==> config.mk <==
export PLATFORM = sky130hd
export DESIGN_NAME = lvl_irq_ctrl
export DESIGN_NICKNAME = d
export VERILOG_FILES = /design/src/rtl/lvl_irq_ctrl.sv
export SDC_FILE = /design/constraint.sdc
export NUM_CORES = 1
export LEC_CHECK = 0
export BUFFER_PORTS_ARGS = -buffer_cell sky130_fd_sc_hd__buf_2
export CORE_MARGIN = 3
export CORE_UTILIZATION = 41
export DETAILED_ROUTE_END_ITERATION = 6
export GPL_ROUTABILITY_DRIVEN = 0
export PLACE_DENSITY = 0.63
export SLEW_MARGIN = 20
export SYNTH_ARGS = -nofsm -noshare
export SYNTH_HDL_FRONTEND = slang
export SYNTH_SLANG_ARGS = --single-unit
==> constraint.sdc <==
create_clock -name clk -period 2.95 [get_ports clk]
set_input_delay 0.295 -clock clk [delete_from_list [all_inputs] [get_ports clk]]
set_output_delay 0.295 -clock clk [all_outputs]
set_load 0.005 [all_outputs]
==> src/rtl/lvl_irq_ctrl.sv <==
module lvl_irq_ctrl #(
  parameter int NLVL   = 8,
  parameter int SRC_W  = 16,
  parameter int SW_LO  = 1,
  parameter int SW_HI  = 4,
  parameter int EXT_LO = 4,
  parameter int EXT_HI = 8,
  parameter int LW     = $clog2(NLVL) + 1,
  parameter int IW     = $clog2(SRC_W) + 1,
  parameter int PW     = $clog2(NLVL) + 1
) (
  input  logic            clk,
  input  logic            rst,
  input  logic            post_en,
  input  logic            clr_en,
  input  logic            clr_all,
  input  logic [LW-1:0]   lvl,
  input  logic [IW-1:0]   idx,
  input  logic [NLVL-1:0] sw_req,
  input  logic [1:0]      pc_low,
  input  logic [PW-1:0]   thresh,
  input  logic            eval,
  input  logic            upd,
  output logic [NLVL-1:0] status,
  output logic            int_pending,
  output logic            take,
  output logic [PW-1:0]   iid,
  output logic [NLVL-1:0] isum,
  output logic            err
);
  localparam int LI = LW - 1;
  localparam int II = IW - 1;

  logic [SRC_W-1:0] vec [NLVL];
  logic [PW-1:0]    win, held_pri;
  logic [NLVL-1:0]  msk, held_msk;
  logic             held_vld;

  wire              in_rng = (lvl < LW'(NLVL)) && (idx < IW'(SRC_W));
  wire [LI-1:0]     li     = lvl[LI-1:0];
  wire [SRC_W-1:0]  kbit   = SRC_W'(1) << idx[II-1:0];
  wire              aligned = (pc_low == 2'b00);

  always_comb begin
    win = '0;
    msk = '0;
    for (int i = SW_LO; i < SW_HI; i++)
      if (sw_req[i]) begin
        win    = PW'(i - SW_LO + 1);
        msk[i] = 1'b1;
      end
    for (int i = EXT_LO; i < EXT_HI; i++)
      if (status[i]) begin
        win    = PW'(i);
        msk[i] = 1'b1;
      end
  end

  assign int_pending = (|status) && aligned;
  assign take        = eval && aligned && (win != '0) && (win > thresh);

  always_ff @(posedge clk) begin
    if (rst) begin
      for (int l = 0; l < NLVL; l++) vec[l] <= '0;
      status   <= '0;
      held_pri <= '0;
      held_msk <= '0;
      held_vld <= 1'b0;
      iid      <= '0;
      isum     <= '0;
      err      <= 1'b0;
    end else begin
      err <= 1'b0;
      if (clr_all) begin
        for (int l = 0; l < NLVL; l++) vec[l] <= '0;
        status <= '0;
      end else if (clr_en) begin
        if (!in_rng) err <= 1'b1;
        else begin
          vec[li] <= vec[li] & ~kbit;
          if ((vec[li] & ~kbit) == '0) status[li] <= 1'b0;
        end
      end else if (post_en) begin
        if (!in_rng) err <= 1'b1;
        else begin
          vec[li]    <= vec[li] | kbit;
          status[li] <= 1'b1;
        end
      end
      if (upd) begin
        if (held_vld) begin
          iid      <= held_pri;
          isum     <= held_msk;
          held_vld <= 1'b0;
        end else err <= 1'b1;
      end
      if (take) begin
        held_pri <= win;
        held_msk <= msk;
        held_vld <= 1'b1;
      end
    end
  end

  p_post_sets_r1: assert property (@(posedge clk) disable iff (rst)
    (post_en && !clr_en && !clr_all && in_rng) |=> status[$past(li)]);

  p_clear_all_r3: assert property (@(posedge clk) disable iff (rst)
    clr_all |=> (status == '0));

  p_take_holds_r8: assert property (@(posedge clk) disable iff (rst)
    take |=> held_vld && (held_pri == $past(win)));

  p_oor_ignored_r9: assert property (@(posedge clk) disable iff (rst)
    ((post_en || clr_en) && !clr_all && !in_rng) |=> err && $stable(status));

  p_upd_empty_r10: assert property (@(posedge clk) disable iff (rst)
    (upd && !held_vld) |=> err && $stable(iid) && $stable(isum));

  p_status_tracks_r2: assert property (@(posedge clk) disable iff (rst)
    (clr_en && !clr_all && in_rng && ((vec[li] & ~kbit) != '0)) |=> status[$past(li)]);
endmodule

==> metrics <==
FMAX 355 MHz; Clock Sinks 158; ys flop type edfxtp_1; CP endpoint kind output pin; placed inst area 7710 um2; Final Util 49.8%; most common cell after layout, fill and taps aside nor2_1; clock tree buffer depth 2; mapped cell area 7120 um2; Worst-path clk slew 0.06 ns; R2R depth 11; critical-path cell list nor4_2, inv_1, ha_1, nand3_1, nand4b_1, a21oi_2, inv_1, a31oi_1, buf_4, buf_2; synthesized flop and latch total 158; Post-synth ARST share 0%; WP depth 10; Final Hold Vio Count 0; dpl hpwl 11.7 mm; cell mode on critical path inv_1; clock root buffer clkbuf_16; largest vdd supply drop 0.453 mV; placed cells 881; Final Instance Area 8370 um2; H-tree Lvls 4; fin. max-slew vios 0; via-per-instance ratio 5.47; Detail Route Antenna Nets 0; drc violations 0; site row count 47; relative slew slack 57.2%; Lkg Pwr 3.19 nW; initial antenna violation count 0; Worst Path Required 2.65 ns; PortBufs 45; core box area 16800 um2; Area Growth Syn to Fin 17.6%; Top delay family on crit path simple AND/OR/NAND/NOR gates; first-pass GRT wire length 26.1 mm; CP bufs+invs 4; hold-fix buffers at CTS 0; Post-synth EDFFs 128; final setup violation count 0; Die Width 138 um; Setup crit start kind flip-flop; Detailed Route Iter0 Violations 396; syn_area_per_cell 11.5 um2; TritonCTS clock tree done; fraction of layout cells with a size suffix above 1 17.6%; Mapped Cells 617; distinct cell type count after synthesis 42; pwr dens 627 nW/um2; IO Pins 53; crit share post-route 95.4%; met1 usage 22.7%; Clock Skew 0.0110 ns; maxcap violations 0; Nets 714; Routed Wire Length 17.1 mm; DR WL/cell 18.7 um; largest fanout on the critical path 7; Tmin final 2.81 ns; status complete, no violations; height of the die 138 um; Hold Crit Depth 3; CTS buffer count 17; Worst Path Class, Setup reg2out; GRT overflow 0; TritonRoute pass-1 iters 5; vias post-DR 4996; Worst Tran Pin Value 0.637 ns; largest net degree at the start of global routing 26; # fillers 1512; full die area 19000 um2; slowest stage cell on the critical path dfxtp_1; Clock Latency Late Sink 0.42 ns; GR Util All Layers 18.6%; min-delay src sw_req[1]; met2 usage 32.4%; hold crit path type in2reg; most frequent cells in the layout nor2_1, edfxtp_1, mux2i_1, nand2_1, o22ai_1; initial core utilization 42.3%; worst endpoint data arrival time 2.52 ns; GRT met3 Usage 4.27%; Yosys warnings 0; number of global-route vias before repair 4934; number of diodes 0; sequential area share after synthesis 62.4%; Largest stage delay, worst path 0.40 ns; GRT busiest layer met2; Cell Count, Final, Fillers Out 914
metal layers:
metal	up-vias	part of all wire, %
met1	2441	42
met3	24	6.1
met2	163	50
met5	-	0
li1	2368	-
met4	0	1.9
cells by family (layout without fill, tap and decap cells):
family,after synthesis,count (layout),synth area share (%)
other,1,2,0.0527
multiplexers,72,72,10.2
AND/OR/NAND/NOR,241,241,14.6
AO/OA/AOI/OAI,99,99,9.08
flip-flops,158,158,62.4
buffers and inverters,43,119,3.18
adder cells (fa/ha/maj),3,3,0.527
power breakdown:
part | internal [mW] | switching (mW) | total [mW] | leakage [nW]
logic | 0.129 | 0.252 | 0.381 | 1.21
clock network | 1.50 | 0.865 | 2.36 | 0.311
registers | 2.48 | 0.0217 | 2.50 | 1.67
tightest hold or removal path: stages:
cell	delay [ns]
buf_2	0.10
mux2i_1	0.07
nor2_1	0.07
synth_stat cells, types with 4 or more instances:
cell	number	area [um2]
mux2i_1	69	691
a31o_1	6	52.6
o21a_1	14	105
o31a_1	4	35.0
nor2_1	149	559
nand2_1	48	180
edfxtp_1	128	3840
a21oi_1	17	85.1
inv_1	7	26.3
o21ai_0	6	30.0
clkbuf_1	18	67.6
nand4_1	4	25.0
buf_2	7	35.0
nand3_1	9	45.0
buf_6	6	67.6
nand2b_1	8	50.1
dfxtp_1	30	601
o22ai_1	46	288
state kept, by name, indices dropped and copies added (netlist names), named ones only:
signal / flops
held_pri: 3
iid: 3
held_msk: 7
held_vld: 1
vec: 128
isum: 7
err: 1
area by class of cell:
cell class	count	area, um2	area share, %
Clock buffer	17	425	5.08
Clock inverter	15	214	2.56
Timing Repair Buffer	80	515	6.16
Multi-Input combinational cell	417	2470	29.5
Inverter	7	26.3	0.314
Sequential cell	158	4450	53.1
Tap cell	220	275	3.29
worst paths after layout:
check | endpoint | slack, ns
setup / recovery | take | 0.14
hold / removal | held_msk[1]$_SDFFE_PP0P_ | 0.16
setup reg to reg | held_msk[6]$_SDFFE_PP0P_ | 0.60
hold reg to reg | isum[5]$_SDFFE_PP0P_ | 0.45
through the flow:
step	setup WS, ns	hold slack, ns	power (mW)	setup TNS, ns
final	0.137	0.156	5.24	0
after global routing	-0.0568	0.153	5.42	-0.0568
after CTS	0.0226	0.140	5.28	0
after detailed placement	0.214	0.445	2.93	0
after global placement	0.257	0.438	2.91	0
after floorplan	0.418	0.431	2.79	0
what timing repair did:
item,CTS,global route
gates resized for setup,0,4
setup buffers,0,1
setup endpoints to repair,0,1
(Power assumes the default switching activity.)
